### src/rtl/xseq_pkg.sv
package xseq_pkg;

  // control register bit positions decoded by the bus controller
  localparam int CTL_ACK   = 2;
  localparam int CTL_FLAG  = 3;
  localparam int CTL_STOP  = 4;
  localparam int CTL_START = 5;
  localparam int CTL_EN    = 6;

  // status codes produced by the bus controller
  localparam logic [7:0] SC_START  = 8'h08;
  localparam logic [7:0] SC_RSTART = 8'h10;
  localparam logic [7:0] SC_AW_ACK = 8'h18;
  localparam logic [7:0] SC_DW_ACK = 8'h28;
  localparam logic [7:0] SC_AR_ACK = 8'h40;
  localparam logic [7:0] SC_DR_ACK = 8'h50;
  localparam logic [7:0] SC_DR_NAK = 8'h58;
  localparam logic [7:0] SC_IDLE   = 8'hF8;

  localparam logic [7:0] CLS_NONE    = 8'h00;
  localparam logic [7:0] CLS_STATUS  = 8'h01;
  localparam logic [7:0] CLS_TIMEOUT = 8'h02;

  localparam logic SEL_CTRL = 1'b0;
  localparam logic SEL_DATA = 1'b1;

  typedef enum logic [2:0] {
    STEP_START, STEP_ADDRW, STEP_OFF, STEP_WDATA,
    STEP_RSTART, STEP_ADDRR, STEP_RX
  } step_e;

  typedef enum logic [2:0] {
    ACT_ADDRW, ACT_ADDRR, ACT_OFF, ACT_WDATA, ACT_RSTART, ACT_RX, ACT_STOP
  } act_e;

endpackage

### src/rtl/xseq_step_wait.sv
module xseq_step_wait
  import xseq_pkg::*;
#(
  parameter int POLL_LIMIT    = 1000,
  parameter int TICK_CYCLES   = 4,
  parameter int SETTLE_CYCLES = 3
) (
  input  logic       clk,
  input  logic       rst_n,
  input  logic       start_i,
  input  logic       idle_mode_i,
  input  logic [7:0] expect_i,
  input  logic [7:0] ctrl_i,
  input  logic [7:0] stat_i,
  output logic       done_o,
  output logic [7:0] cls_o,
  output logic [7:0] lctrl_o,
  output logic [7:0] lstat_o
);

  localparam int PW = $clog2(POLL_LIMIT + 1);
  localparam int TW = $clog2(TICK_CYCLES + 1);
  localparam int SW = $clog2(SETTLE_CYCLES + 1);

  typedef enum logic [1:0] {W_IDLE, W_POLL, W_SETTLE} wst_e;

  wst_e        st_q, st_n;
  logic [PW-1:0] poll_q, poll_n;
  logic [TW-1:0] tick_q, tick_n;
  logic [SW-1:0] set_q, set_n;
  logic        mode_q, mode_n;
  logic        done_q, done_n;
  logic [7:0]  cls_q, cls_n, lctrl_q, lctrl_n, lstat_q, lstat_n;

  always_comb begin
    st_n    = st_q;
    poll_n  = poll_q;
    tick_n  = tick_q;
    set_n   = set_q;
    mode_n  = mode_q;
    done_n  = 1'b0;
    cls_n   = cls_q;
    lctrl_n = lctrl_q;
    lstat_n = lstat_q;
    if (start_i) begin
      st_n   = W_POLL;
      poll_n = '0;
      tick_n = '0;
      set_n  = '0;
      mode_n = idle_mode_i;
    end else begin
      case (st_q)
        W_POLL: begin
          if (mode_q ? (stat_i == SC_IDLE) : ctrl_i[CTL_FLAG]) begin
            if (mode_q) begin
              st_n = W_IDLE; done_n = 1'b1; cls_n = CLS_NONE;
              lctrl_n = ctrl_i; lstat_n = stat_i;
            end else begin
              st_n = W_SETTLE; set_n = '0;
            end
          end else if (tick_q == TW'(TICK_CYCLES - 1)) begin
            tick_n = '0;
            if (poll_q == PW'(POLL_LIMIT - 1)) begin
              st_n = W_IDLE; done_n = 1'b1; cls_n = CLS_TIMEOUT;
              lctrl_n = ctrl_i; lstat_n = stat_i;
            end else begin
              poll_n = poll_q + 1'b1;
            end
          end else begin
            tick_n = tick_q + 1'b1;
          end
        end
        W_SETTLE: begin
          if (set_q == SW'(SETTLE_CYCLES - 1)) begin
            st_n = W_IDLE; done_n = 1'b1;
            cls_n = (stat_i == expect_i) ? CLS_NONE : CLS_STATUS;
            lctrl_n = ctrl_i; lstat_n = stat_i;
          end else begin
            set_n = set_q + 1'b1;
          end
        end
        default: ;
      endcase
    end
  end

  always_ff @(posedge clk or negedge rst_n) begin
    if (!rst_n) begin
      st_q <= W_IDLE; poll_q <= '0; tick_q <= '0; set_q <= '0;
      mode_q <= 1'b0; done_q <= 1'b0; cls_q <= '0; lctrl_q <= '0; lstat_q <= '0;
    end else begin
      st_q <= st_n; poll_q <= poll_n; tick_q <= tick_n; set_q <= set_n;
      mode_q <= mode_n; done_q <= done_n; cls_q <= cls_n;
      lctrl_q <= lctrl_n; lstat_q <= lstat_n;
    end
  end

  assign done_o  = done_q;
  assign cls_o   = cls_q;
  assign lctrl_o = lctrl_q;
  assign lstat_o = lstat_q;

  a_r2_poll_bound: assert property (@(posedge clk) disable iff (!rst_n)
    poll_q < PW'(POLL_LIMIT));

  a_r1_settle_before_compare: assert property (@(posedge clk) disable iff (!rst_n)
    (done_q && !mode_q && cls_q != CLS_TIMEOUT) |-> $past(st_q == W_SETTLE));

endmodule

### src/rtl/xseq_err_pack.sv
module xseq_err_pack (
  input  logic [7:0]  cls_i,
  input  logic [7:0]  lctrl_i,
  input  logic [7:0]  lstat_i,
  input  logic [7:0]  expect_i,
  output logic [31:0] word_o
);
  // R3 field order: class, control, status, expected
  assign word_o = {cls_i, lctrl_i, lstat_i, expect_i};
endmodule

### src/rtl/xfer_sequencer.sv
module xfer_sequencer
  import xseq_pkg::*;
#(
  parameter int OFF_BYTES     = 4,
  parameter int LEN_W         = 8,
  parameter int POLL_LIMIT    = 1000,
  parameter int TICK_CYCLES   = 4,
  parameter int SETTLE_CYCLES = 3,
  localparam int OLEN_W       = $clog2(OFF_BYTES + 1),
  localparam int OFF_W        = 8 * OFF_BYTES
) (
  input  logic              clk,
  input  logic              rst_n,
  input  logic              cmd_valid,
  output logic              cmd_ready,
  input  logic [1:0]        cmd_kind,
  input  logic [6:0]        cmd_chip,
  input  logic [OFF_W-1:0]  cmd_off,
  input  logic [OLEN_W-1:0] cmd_olen,
  input  logic [LEN_W-1:0]  cmd_len,
  input  logic              wr_valid,
  input  logic [7:0]        wr_data,
  output logic              wr_ready,
  output logic              rd_valid,
  output logic [7:0]        rd_data,
  output logic              done,
  output logic [31:0]       err_word,
  output logic              reg_we,
  output logic              reg_sel,
  output logic [7:0]        reg_wdata,
  input  logic [7:0]        reg_ctrl,
  input  logic [7:0]        reg_stat,
  input  logic [7:0]        reg_rdata
);

  typedef enum logic [2:0] {
    S_IDLE, S_CSTART, S_WDATA, S_WCTRL, S_RXCTRL, S_WAIT, S_STOP, S_SWAIT
  } st_e;

  localparam logic [7:0] CV_EN    = 8'(1 << CTL_EN);
  localparam logic [7:0] CV_START = CV_EN | 8'(1 << CTL_START);
  localparam logic [7:0] CV_STOP  = CV_EN | 8'(1 << CTL_STOP);
  localparam logic [7:0] CV_ACK   = CV_EN | 8'(1 << CTL_ACK);

  st_e               st_q, st_n;
  step_e             step_q, step_n;
  logic              rd_q, rd_n, pr_q, pr_n;
  logic [6:0]        chip_q, chip_n;
  logic [OFF_W-1:0]  off_q, off_n;
  logic [OLEN_W-1:0] oleft_q, oleft_n;
  logic [LEN_W-1:0]  left_q, left_n;
  logic [31:0]       err_q, err_n, res_q, res_n;
  logic [7:0]        exp_q, exp_n, byte_q, byte_n;
  logic              src_q, src_n, ack_q, ack_n;
  logic              done_q, done_n, rdv_q, rdv_n;
  logic [7:0]        rdd_q, rdd_n;

  logic              w_start, w_idle, w_done;
  logic [7:0]        w_cls, w_lctrl, w_lstat, pk_exp;
  logic [31:0]       pk_word;

  // offset byte lanes, selected by remaining count (highest index first)
  logic [7:0] off_lane [OFF_BYTES];
  for (genvar g = 0; g < OFF_BYTES; g++) begin : g_lane
    assign off_lane[g] = off_q[8*g +: 8];
  end
  logic [7:0] off_byte;
  always_comb begin
    off_byte = 8'h00;
    for (int i = 0; i < OFF_BYTES; i++)
      if (oleft_q == OLEN_W'(i + 1)) off_byte = off_lane[i];
  end

  xseq_step_wait #(
    .POLL_LIMIT(POLL_LIMIT), .TICK_CYCLES(TICK_CYCLES), .SETTLE_CYCLES(SETTLE_CYCLES)
  ) i_wait (
    .clk(clk), .rst_n(rst_n), .start_i(w_start), .idle_mode_i(w_idle),
    .expect_i(exp_q), .ctrl_i(reg_ctrl), .stat_i(reg_stat),
    .done_o(w_done), .cls_o(w_cls), .lctrl_o(w_lctrl), .lstat_o(w_lstat)
  );

  assign pk_exp = (st_q == S_SWAIT) ? SC_IDLE : exp_q;

  xseq_err_pack i_pack (
    .cls_i(w_cls), .lctrl_i(w_lctrl), .lstat_i(w_lstat), .expect_i(pk_exp),
    .word_o(pk_word)
  );

  always_comb begin
    act_e act;
    st_n = st_q; step_n = step_q; rd_n = rd_q; pr_n = pr_q; chip_n = chip_q;
    off_n = off_q; oleft_n = oleft_q; left_n = left_q; err_n = err_q; res_n = res_q;
    exp_n = exp_q; byte_n = byte_q; src_n = src_q; ack_n = ack_q;
    done_n = 1'b0; rdv_n = 1'b0; rdd_n = rdd_q;
    reg_we = 1'b0; reg_sel = SEL_CTRL; reg_wdata = 8'h00;
    w_start = 1'b0; w_idle = 1'b0; wr_ready = 1'b0;
    act = ACT_STOP;
    case (st_q)
      S_IDLE: if (cmd_valid) begin
        rd_n    = (cmd_kind == 2'd1);
        pr_n    = cmd_kind[1];
        chip_n  = cmd_chip;
        off_n   = cmd_off;
        oleft_n = cmd_kind[1] ? '0 :
                  (cmd_olen > OLEN_W'(OFF_BYTES) ? OLEN_W'(OFF_BYTES) : cmd_olen);
        left_n  = cmd_kind[1] ? LEN_W'(1) : cmd_len;
        err_n   = '0;
        exp_n   = SC_START;
        step_n  = STEP_START;
        st_n    = S_CSTART;
      end
      S_CSTART: begin
        reg_we = 1'b1; reg_wdata = CV_START; w_start = 1'b1; st_n = S_WAIT;
      end
      S_WDATA: if (!src_q || wr_valid) begin
        reg_we = 1'b1; reg_sel = SEL_DATA;
        reg_wdata = src_q ? wr_data : byte_q;
        wr_ready = src_q;
        st_n = S_WCTRL;
      end
      S_WCTRL: begin
        reg_we = 1'b1; reg_wdata = CV_EN; w_start = 1'b1; st_n = S_WAIT;
      end
      S_RXCTRL: begin
        reg_we = 1'b1; reg_wdata = ack_q ? CV_ACK : CV_EN; w_start = 1'b1; st_n = S_WAIT;
      end
      S_WAIT: if (w_done) begin
        if (w_cls != CLS_NONE) begin
          err_n = pk_word;
          st_n  = S_STOP;
        end else begin
          case (step_q)
            STEP_START:  act = (pr_q || (rd_q && oleft_q == '0)) ? ACT_ADDRR : ACT_ADDRW;
            STEP_ADDRW, STEP_OFF, STEP_WDATA:
              if (oleft_q != '0)             act = ACT_OFF;
              else if (rd_q)                 act = ACT_RSTART;
              else if (left_q != '0)         act = ACT_WDATA;
              else                           act = ACT_STOP;
            STEP_RSTART: act = ACT_ADDRR;
            default:     act = (left_q != '0) ? ACT_RX : ACT_STOP;
          endcase
          if (step_q == STEP_RX && !pr_q) begin
            rdv_n = 1'b1;
            rdd_n = reg_rdata;
          end
          src_n = 1'b0;
          case (act)
            ACT_ADDRW: begin
              byte_n = {chip_q, 1'b0}; exp_n = SC_AW_ACK; step_n = STEP_ADDRW; st_n = S_WDATA;
            end
            ACT_ADDRR: begin
              byte_n = {chip_q, 1'b1}; exp_n = SC_AR_ACK; step_n = STEP_ADDRR; st_n = S_WDATA;
            end
            ACT_OFF: begin
              byte_n = off_byte; oleft_n = oleft_q - 1'b1;
              exp_n = SC_DW_ACK; step_n = STEP_OFF; st_n = S_WDATA;
            end
            ACT_WDATA: begin
              src_n = 1'b1; left_n = left_q - 1'b1;
              exp_n = SC_DW_ACK; step_n = STEP_WDATA; st_n = S_WDATA;
            end
            ACT_RSTART: begin
              exp_n = SC_RSTART; step_n = STEP_RSTART; st_n = S_CSTART;
            end
            ACT_RX: begin
              ack_n = (left_q > LEN_W'(1)); left_n = left_q - 1'b1;
              exp_n = (left_q > LEN_W'(1)) ? SC_DR_ACK : SC_DR_NAK;
              step_n = STEP_RX; st_n = S_RXCTRL;
            end
            default: st_n = S_STOP;
          endcase
        end
      end
      S_STOP: begin
        reg_we = 1'b1; reg_wdata = CV_STOP; w_start = 1'b1; w_idle = 1'b1; st_n = S_SWAIT;
      end
      S_SWAIT: if (w_done) begin
        done_n = 1'b1;
        res_n  = (err_q == '0 && w_cls != CLS_NONE) ? pk_word : err_q;
        st_n   = S_IDLE;
      end
      default: st_n = S_IDLE;
    endcase
  end

  always_ff @(posedge clk or negedge rst_n) begin
    if (!rst_n) begin
      st_q <= S_IDLE; step_q <= STEP_START; rd_q <= 1'b0; pr_q <= 1'b0; chip_q <= '0;
      off_q <= '0; oleft_q <= '0; left_q <= '0; err_q <= '0; res_q <= '0;
      exp_q <= '0; byte_q <= '0; src_q <= 1'b0; ack_q <= 1'b0;
      done_q <= 1'b0; rdv_q <= 1'b0; rdd_q <= '0;
    end else begin
      st_q <= st_n; step_q <= step_n; rd_q <= rd_n; pr_q <= pr_n; chip_q <= chip_n;
      off_q <= off_n; oleft_q <= oleft_n; left_q <= left_n; err_q <= err_n; res_q <= res_n;
      exp_q <= exp_n; byte_q <= byte_n; src_q <= src_n; ack_q <= ack_n;
      done_q <= done_n; rdv_q <= rdv_n; rdd_q <= rdd_n;
    end
  end

  assign cmd_ready = (st_q == S_IDLE);
  assign done      = done_q;
  assign err_word  = res_q;
  assign rd_valid  = rdv_q;
  assign rd_data   = rdd_q;

  a_r8_stop_before_done: assert property (@(posedge clk) disable iff (!rst_n)
    done_q |-> $past(st_q == S_SWAIT));

  a_r3_first_error_kept: assert property (@(posedge clk) disable iff (!rst_n)
    (st_q != S_IDLE && err_q != '0) |=> (err_q == $past(err_q)));

  a_r7_last_byte_nak: assert property (@(posedge clk) disable iff (!rst_n)
    (reg_we && reg_sel == SEL_CTRL && st_q == S_RXCTRL && left_q == '0)
      |-> !reg_wdata[CTL_ACK]);

  a_r11_busy_after_accept: assert property (@(posedge clk) disable iff (!rst_n)
    (cmd_valid && cmd_ready) |=> !cmd_ready);

endmodule

### config.mk
export PLATFORM = sky130hd
export DESIGN_NAME = xfer_sequencer
export DESIGN_NICKNAME = d
export VERILOG_FILES = /design/src/rtl/xseq_pkg.sv /design/src/rtl/xseq_step_wait.sv /design/src/rtl/xseq_err_pack.sv /design/src/rtl/xfer_sequencer.sv
export SDC_FILE = /design/constraint.sdc
export NUM_CORES = 1
export LEC_CHECK = 0
export BUFFER_PORTS_ARGS = -buffer_cell sky130_fd_sc_hd__buf_4
export CAP_MARGIN = 15
export CORE_ASPECT_RATIO = 1.4
export CORE_MARGIN = 2
export CORE_UTILIZATION = 55
export CTS_CLUSTER_SIZE = 25
export DETAILED_ROUTE_END_ITERATION = 6
export PLACE_DENSITY = 0.79
export SLEW_MARGIN = 20
export SYNTH_ARGS = -nofsm -noshare
export SYNTH_HDL_FRONTEND = slang
export SYNTH_SLANG_ARGS = --single-unit
export TNS_END_PERCENT = 50
### constraint.sdc
create_clock -name clk -period 6.7 [get_ports clk]
set_input_delay 1.005 -clock clk [delete_from_list [all_inputs] [get_ports clk]]
set_output_delay 1.005 -clock clk [all_outputs]
set_load 0.05 [all_outputs]
==> results.yml, run 1 <==
outcome:
  status: "complete, no violations"
global_routing:
  antenna_found_initial: 0
  grt_pass1_wl_um: 30710
  grt_pass1_vias: 6273
  grt_use_total_pct: 24.76
  grt-ovfl-total: 0
  grt_max_degree: 103
floorplan:
  dieArea_um2: 15440
  initial_core_util_pct: 55.53
  row_count: 52
  die_h_um: 146.2
  coreArea_um2: 14310
  dieWidth_um: 105.6
  ios: 142
cts:
  cts_hold_buf: 0
  clock_sinks: 165
  cts_root_buf: "clkbuf_16"
  post_cts_buffers: 0
  htree_levels: 4
  cts-buffers-inserted: 17
  cts_tree: "done"
  path_clk_slew_ps: 60
  clk_latency_ps: 420
  cts_resized: 0
  clock_path_buffers: 2
synth:
  synthTopCellsByArea: "dfrtp_1 (52%), mux2_2 (8.1%), nand2_1 (5.0%), o21ai_0 (3.8%), a21oi_1 (3.1%)"
  synthArstFlopShare_pct: 100.0
  yosysTopAreaCell: "dfrtp_1"
  ys_ff_latch: 165
  ys_warn_count: 0
  ys_seq_area_share_pct: 51.94
  synth_area_um2: 7949
  synth_top_area_share_pct: 51.94
  ys.flop_type: "dfrtp_1"
  synth.distinct_cells: 74
  avgSynthCellArea_um2: 10.39
  synth_edf_count: 0
  netlist_instances: 765
routing:
  vias: 6344
  ant_nets: 0
  dr.pass1.iters: 7
  via_per_inst: 5.852
  drtIter0Drc: 450
  wl_per_cell_um: 17.02
  drc: 0
  routed_wl_um: 18450
power_and_ir_drop:
  p_seq_share_pct: 42.3
  power_mw: 3.316
  power_density_nw_per_um2: 344.1
  ir_drop_v: 0.0001890
  p_int_mw: 2.151
  p_comb_share_pct: 29.2
  p_sw_share_pct: 35.12
  p_clk_share_pct: 28.5
  cellLeakagePower_nw: 4.423
  power.switching_mw: 1.165
worst_setup_path:
  cp.required_ps: 5690
  cp_max_fo: 14
  cp_slowest_cell: "nor3_1"
  regToRegStartpoint: "oleft_q[0]$_DFFE_PN0P_"
  cp-end-kind: "primary output"
  critPathKind: "flip-flop to primary output"
  startpoint_type: "flip-flop"
  cpPeakStageDelay_ps: 780
  crit_path_cell_trace: "nand2b_1 > nor3_1 > a221o_1 > buf_4"
  regToRegEndpoint: "step_q[2]$_DFFE_PN0P_"
  critPathArrivalTime_ps: 2570
  ff2ff_path_depth: 6
  reg2reg_slack_ps: 3980
placement:
  dp_hpwl_um: 12970
  place.gp.congestion: 0.8776
  numPortBuffers: 132
min_path:
  hold_depth: 2
  hold_path.startpoint: "err_word[3]$_DFFE_PN0P_"
  hold_path_class: "flip-flop to flip-flop"
  whs_endpoint: "err_word[3]$_DFFE_PN0P_"
timing:
  setup_tns_ps: 0
  clock-skew-final_ps: 9.058
  final-hold-violation-count: 0
  setup_viol: 0
  slew_headroom_pct: 35.80
  rsz0062_at_grt: "no"
  tightest_slew_ps: 955.6
  min_period_over_period_pct: 53.43
  slew_viol_final: 0
  final.min_clock_period_ps: 3580
  fmax_ghz: 0.2793
final_layout:
  areaGrowthSynthToFinish_pct: 21.23
  final_common_cell: "dfrtp_1"
  finalNetCount: 983
  drive_gt1_share_pct: 28.16
  layout_common_cells: "dfrtp_1 (165), buf_4 (139), nand2_1 (106), o21ai_0 (61), mux2_2 (57)"
  diodes: 0
run:
  cap_violations: 0
-- metal layers --
layer / vias up / share of wire (%) / wire length [um] / GRT usage (%)
met5: - / 0 / 0 / 0
met4: 0 / 2.8 / 521 / 8.158
met3: 40 / 5.1 / 940 / 5.580
li1: 2976 / - / - / -
met1: 3123 / 40 / 7311 / 30.77
met2: 205 / 52 / 9676 / 42.71
-- layout make-up --
cell class	count	area, um^2
clock buffers	17	425.4
clock inverters	14	148.9
fillers	1141	4677
inverters	20	75.07
multi-input cells	539	3567
flip-flops and latches	165	4129
well taps	189	236.5
repair buffers	140	1055
-- through the flow --
step	hold slack (ps)	setup slack (ps)	cell area, um^2	std cells	util, %
after detailed placement	459.7	3167	9046	1053	63.20
after floorplan	440.4	2572	7979	773	-
after global placement	451.4	3186	9046	1053	63.20
final	472.0	3120	9637	1084	67.33
after CTS	475.2	2903	9620	1084	67.21
after global routing	504.9	3002	9637	1084	67.33
-- critical path: cells and delay by family, from the launching register on --
| family | cells | cell delay, ps |
|---|---|---|
| DFF | 1 | 560 |
| and+or+nand+nor | 2 | 1120 |
| buffers and inverters | 1 | 190 |
| AOI/OAI and AO/OA | 1 | 270 |
-- registers in the layout, summed over array words and instances (netlist names), 2 cells and up --
register and cells:
i_wait.lctrl_o 8, rd_data 8, i_wait.poll_q 10, i_wait.cls_o 2, oleft_q 3, left_q 8
step_q 3, i_wait.st_q 2, exp_q 4, byte_q 8, st_q 3, err_word 23
i_wait.tick_q 3, err_q 23, chip_q 7, i_wait.set_q 2, i_wait.lstat_o 8, off_q 32
-- Yosys cell counts, types with 6 or more instances --
library cell	n
o21ai_0	61
xnor2_1	8
dfrtp_1	165
nor2_1	33
a311oi_1	6
clkbuf_1	26
nand3_1	15
o31ai_1	11
a221oi_1	6
buf_2	7
nor4_1	9
inv_1	20
a21oi_1	50
mux2_2	57
a22o_1	9
nand4_1	8
mux2_4	6
nand2b_1	9
nor3_1	20
a31oi_1	11
ha_1	12
nand2_1	106
nor2b_1	11
buf_4	11
-- power groups by stage --
stage	logic (mW)	clock network, mW	registers (mW)
final	0.969	0.946	1.40
after global routing	1.08	1.00	1.43
after CTS	0.968	0.956	1.40
after detailed placement	0.955	0	1.41
after global placement	0.931	0	1.41
after floorplan	0.729	0	1.37
-- how the worst max path moves through the flow --
stage,cells after the start,endpoint,slack [ps],startpoint
6_report,4,reg_wdata[6],3120,st_q[0]$_DFFE_PN0P_
5_1_grt,4,reg_wdata[6],3000,st_q[0]$_DFFE_PN0P_
4_1_cts,4,reg_wdata[6],2900,st_q[0]$_DFFE_PN0P_
3_5_place_dp,5,reg_wdata[6],3170,wr_valid
3_3_place_gp,5,reg_wdata[6],3190,wr_valid
2_1_floorplan,4,reg_wdata[2],2570,wr_valid
-- cell families (layout without fill, tap and decap cells) --
logic type	after synthesis	after routing	share of synthesized area (%)
and+or+nand+nor	246	246	15.30
buffers and inverters	69	191	3.982
AOI/OAI and AO/OA	195	195	15.98
DFF	165	165	51.94
other	1	9	0.04718
xor gates and xnor gates	13	13	1.527
adders and majority gates	12	12	1.889
muxes	64	64	9.334
No activity file was read; power rests on OpenSTA's default activity.
==> run 2: changes to the inputs <==
==> constraint.sdc (replaced) <==
create_clock -name clk -period 3.5 [get_ports clk]
set_input_delay 0.525 -clock clk [delete_from_list [all_inputs] [get_ports clk]]
set_output_delay 0.525 -clock clk [all_outputs]
set_load 0.05 [all_outputs]
==> run 2 against run 1 <==
First-iteration DRC count fell by 17%. Register-to-register slack worse by 3000 ps. Sequential cell count stayed put. Sequential power grew 91%. Combinational power up 91%. Total power up 91%. Die area is the same. Non-clock buffer count increased by 2. Via count hardly changed. Clock skew is 0.95 ps higher. Critical endpoint unchanged. Largest power group unchanged. Highest routed layer unchanged.
==> results.yml, run 2 (synthesis gave the netlist of run 1 again) <==
timing:
  final-hold-violation-count: 0
  slew_viol_final: 0
  setup_viol: 0
  final.min_clock_period_ps: 2921
  rsz0062_at_grt: "no"
  setup_tns_ps: 0
  hold_ws_ps: 120.0
  clock-skew-final_ps: 10.01
  slew_headroom_pct: 38.36
  fmax_ghz: 0.3424
  worst_slack_ps: 579.4
  min_period_over_period_pct: 83.45
  tightest_slew_ps: 922.6
routing:
  wl_per_cell_um: 16.77
  via_per_inst: 5.832
  routed_wl_um: 18230
  drc: 0
  ant_nets: 0
  vias: 6339
  dr.pass1.iters: 5
  drtIter0Drc: 372
cts:
  clock_path_buffers: 2
  cts-buffers-inserted: 17
  clock_sinks: 165
  cts_hold_buf: 0
  path_clk_slew_ps: 70
  cts_root_buf: "clkbuf_16"
  htree_levels: 4
  cts_tree: "done"
  clk_latency_ps: 420
  cts_resized: 0
  post_cts_buffers: 0
global_routing:
  grt_pass1_wl_um: 30060
  grt_use_total_pct: 24.24
  grt_pass1_vias: 6289
  grt_max_degree: 88
  grt-ovfl-total: 0
  antenna_found_initial: 0
power_and_ir_drop:
  p_clk_share_pct: 28.5
  p_int_mw: 4.123
  power_mw: 6.339
  power_density_nw_per_um2: 657.2
  ir_drop_v: 0.0003218
  p_seq_share_pct: 42.2
  p_sw_share_pct: 34.96
  cellLeakagePower_nw: 4.438
  power.switching_mw: 2.216
  p_comb_share_pct: 29.2
worst_setup_path:
  startpoint_type: "flip-flop"
  crit_path_cell_trace: "nand2b_1 > nor3_1 > a221o_1 > buf_4"
  cp_max_fo: 14
  cp_slowest_cell: "nor3_1"
  cp-end-kind: "primary output"
  critPathTopFamily: "simple AND/OR/NAND/NOR gates"
  path_buf_inv: 1
  critPathKind: "flip-flop to primary output"
  cp.required_ps: 2970
  critPathArrivalTime_ps: 2400
  cpPeakStageDelay_ps: 670
final_layout:
  final_core_util_pct: 67.39
  layout_common_cells: "dfrtp_1 (165), buf_4 (140), nand2_1 (106), o21ai_0 (61), mux2_2 (57)"
  final_common_cell: "dfrtp_1"
  largest_register_ffs: 32
  drive_gt1_share_pct: 28.17
  diodes: 0
  regMostFlops: "off_q"
  areaGrowthSynthToFinish_pct: 21.34
  finalNetCount: 985
floorplan:
  dieArea_um2: 15440
  coreArea_um2: 14310
  dieWidth_um: 105.6
  die_h_um: 146.2
  row_count: 52
  ios: 142
  initial_core_util_pct: 55.53
run:
  cap_violations: 0
min_path:
  hold_path_class: "primary input to async pin"
outcome:
  status: "complete, no violations"
placement:
  dp_slack_ps: 972.3
  dp_hpwl_um: 13210
  place.gp.congestion: 0.8914
  numPortBuffers: 132
==> run 2: final cells by class <==
type | count | area (um^2)
Clock buffer | 18 | 429.2
Timing Repair Buffer | 142 | 1082
Fill cell | 1136 | 4668
Clock inverter | 14 | 142.6
Tap cell | 189 | 236.5
Sequential cell | 165 | 4129
Inverter | 20 | 75.07
Multi-Input combinational cell | 539 | 3551
==> run 2: per-stage QoR <==
stage	cell area (um^2)	instances
2_1_floorplan	7979	773
3_3_place_gp	9074	1055
3_5_place_dp	9074	1055
4_1_cts	9646	1087
5_1_grt	9646	1087
6_report	9646	1087
==> run 2: path summary, 6_finish.rpt <==
path / from / endpoint / slack [ps] / cells after the start
setup / recovery: st_q[0]$_DFFE_PN0P_ / reg_wdata[6] / 580 / 4
hold / removal: rst_n / err_word[11]$_DFFE_PN0P_ / 120 / 1
setup reg to reg: oleft_q[0]$_DFFE_PN0P_ / step_q[2]$_DFFE_PN0P_ / 1030 / 7
hold reg to reg: err_word[5]$_DFFE_PN0P_ / err_word[5]$_DFFE_PN0P_ / 470 / 2
max in group asynchronous: rst_n / pr_q$_DFFE_PN0P_ / 2570 / 2
min in group clk: cmd_off[16] / off_q[16]$_DFFE_PN0P_ / 300 / 3
==> run 2: power groups by stage <==
stage	clock (mW)	sequential [mW]	combinational, mW
final	1.81	2.68	1.85
after global routing	1.92	2.73	2.05
after CTS	1.83	2.67	1.86
after detailed placement	0	2.70	1.84
after global placement	0	2.69	1.78
after floorplan	0	2.61	1.40
==> run 2: routing by layer <==
metal / part of all wire, % / vias up / global-route usage [%]
li1: - / 2985 / -
met2: 52 / 183 / 42.19
met5: 0 / - / 0
met4: 2.6 / 0 / 9.671
met1: 40 / 3129 / 29.56
met3: 4.6 / 42 / 4.688
==> run 3: changes to the inputs <==
==> constraint.sdc (replaced) <==
create_clock -name clk -period 2.96 [get_ports clk]
set_input_delay 0.444 -clock clk [delete_from_list [all_inputs] [get_ports clk]]
set_output_delay 0.444 -clock clk [all_outputs]
set_load 0.05 [all_outputs]
==> run 3 against run 2 <==
Global-route usage increased by 1.1 points. Critical path depth increased by 1. Combinational power increased by 20%. Cell area increased by 1.1%. The run now ends with negative hold slack left. Die area unchanged. Utilization increased by 0.71 points. Largest cell class unchanged. Critical path type unchanged. Via count about the same.
==> results.yml, run 3 (synthesis gave the netlist of run 1 again) <==
outcome:
  status: "finished, violations left"
  violations: "negative hold slack"
cts:
  post_cts_buffers: 0
  cts-buffers-inserted: 17
  clock_path_buffers: 2
  htree_levels: 4
  clock_sinks: 165
  path_clk_slew_ps: 70
  cts_root_buf: "clkbuf_16"
  cts_tree: "done"
  clk_latency_ps: 430
worst_setup_path:
  critPathArrivalTime_ps: 2270
  ff2ff_path_depth: 7
  startpoint_type: "flip-flop"
  regToRegStartpoint: "left_q[0]$_DFFE_PN0P_"
  cp-end-kind: "primary output"
  crit_start: "st_q[1]$_DFFE_PN0P_"
  critPathKind: "flip-flop to primary output"
  reg2reg_slack_ps: 580
  regToRegEndpoint: "step_q[2]$_DFFE_PN0P_"
  cp_max_fo: 13
  cp.required_ps: 2520
final_layout:
  final_common_cell: "dfrtp_1"
  drive_gt1_share_pct: 29.11
  final_core_util_pct: 68.09
  diodes: 0
  regMostFlops: "off_q"
  largest_register_ffs: 32
  fill_cells: 1139
  areaGrowthSynthToFinish_pct: 22.62
  layout_common_cells: "dfrtp_1 (165), buf_4 (149), nand2_1 (106), o21ai_0 (61), mux2_2 (57)"
  finalNetCount: 994
routing:
  drtIter0Drc: 314
  vias: 6333
  via_per_inst: 5.778
  dr.pass1.iters: 5
  ant_nets: 0
  drc: 0
  wl_per_cell_um: 17.38
  routed_wl_um: 19050
global_routing:
  grt_pass1_vias: 6314
  grt_pass1_wl_um: 31240
  grt_use_total_pct: 25.33
  grt_max_degree: 61
  antenna_found_initial: 0
  grt-ovfl-total: 0
placement:
  numPortBuffers: 132
  dp_hpwl_um: 13580
  place.gp.congestion: 0.8886
power_and_ir_drop:
  cellLeakagePower_nw: 4.510
  power_density_nw_per_um2: 784.6
  power_mw: 7.647
  ir_drop_v: 0.0004248
floorplan:
  row_count: 52
  initial_core_util_pct: 55.53
  die_h_um: 146.2
  coreArea_um2: 14310
  dieWidth_um: 105.6
  ios: 142
  dieArea_um2: 15440
timing:
  setup_viol: 0
  hold_ws_ps: -20.28
  tightest_slew_ps: 772.0
  clock-skew-final_ps: 13.09
  final-hold-violation-count: 8
  min_period_over_period_pct: 91.54
  rsz0062_at_grt: "no"
  setup_tns_ps: 0
  slew_viol_final: 0
  fmax_ghz: 0.3691
  slew_headroom_pct: 48.28
  final.min_clock_period_ps: 2710
min_path:
  hold_path_class: "primary input to async pin"
run:
  cap_violations: 0
[run 3: cell types whose count changed in the layout (fill, tap and decap cells not counted)]
| cell | before | now |
|---|---|---|
| a21oi_2 | 1 | 2 |
| a21oi_4 | 1 | 0 |
| buf_4 | 140 | 149 |
| bufinv_16 | 1 | 2 |
| clkinv_4 | 5 | 4 |
| clkinv_8 | 0 | 1 |
| clkinvlp_4 | 2 | 1 |
| inv_6 | 3 | 5 |
| inv_8 | 2 | 0 |
| nor3_1 | 20 | 18 |
| nor3_2 | 2 | 3 |
| nor3_4 | 0 | 1 |
[run 3: metal layers]
layer | vias to the layer above | global-route usage [%] | part of all wire, %
li1 | 3007 | - | -
met1 | 3097 | 30.59 | 39
met2 | 193 | 45.52 | 54
met3 | 36 | 4.643 | 4.7
met4 | 0 | 8.224 | 2.0
met5 | - | 0 | 0
[run 3: area by class of cell]
cell class | instances | area (um^2) | share of cell area, %
clock inverters | 14 | 167.7 | 1.720
flip-flops and latches | 165 | 4129 | 42.36
clock buffers | 18 | 429.2 | 4.403
repair buffers | 151 | 1150 | 11.80
well taps | 189 | 236.5 | 2.426
multi-input cells | 539 | 3560 | 36.52
inverters | 20 | 75.07 | 0.7702
[run 3: how the worst max path moves through the flow]
stage,cells past startpoint,to,slack [ps]
final,5,reg_wdata[2],250
after global routing,5,reg_wdata[2],70
after CTS,5,reg_wdata[2],140
after detailed placement,5,i_wait.lctrl_o[4]$_DFFE_PN0P_,480
after global placement,5,i_wait.lctrl_o[0]$_DFFE_PN0P_,520
after floorplan,4,reg_we,60
[run 3: report_power, final]
| group | total [mW] | switching (mW) | internal [mW] | leakage [nW] |
|---|---|---|---|---|
| registers | 3.18 | 0.440 | 2.74 | 2.12 |
| logic | 2.22 | 1.26 | 0.959 | 2.10 |
| clock network | 2.25 | 0.984 | 1.27 | 0.289 |
| total | 7.65 | 2.68 | 4.97 | 4.51 |
[run 3: stage by stage]
stage / hold slack, ps / setup slack [ps] / instances / area [um^2]
detailed placement: 454.9 / 482.8 / 1064 / 9139
finish: -20.28 / 250.4 / 1096 / 9747
floorplan: 148.4 / 62.11 / 773 / 7984
global placement: 445.5 / 521.6 / 1064 / 9139
global route: 9.792 / 72.85 / 1096 / 9747
CTS: 2.339 / 140.7 / 1096 / 9736
[run 3: what timing repair did]
action	in CTS	in global routing
gates resized for setup	0	2
setup endpoints to repair	0	2
hold buffers	0	0
[run 3: worst max-delay path, cell delays in order (launching register included)]
cell	delay (ps)
dfrtp_1	580
nand2b_1	290
nor3_4	480
nand2_1	110
o21ai_0	130
buf_4	250
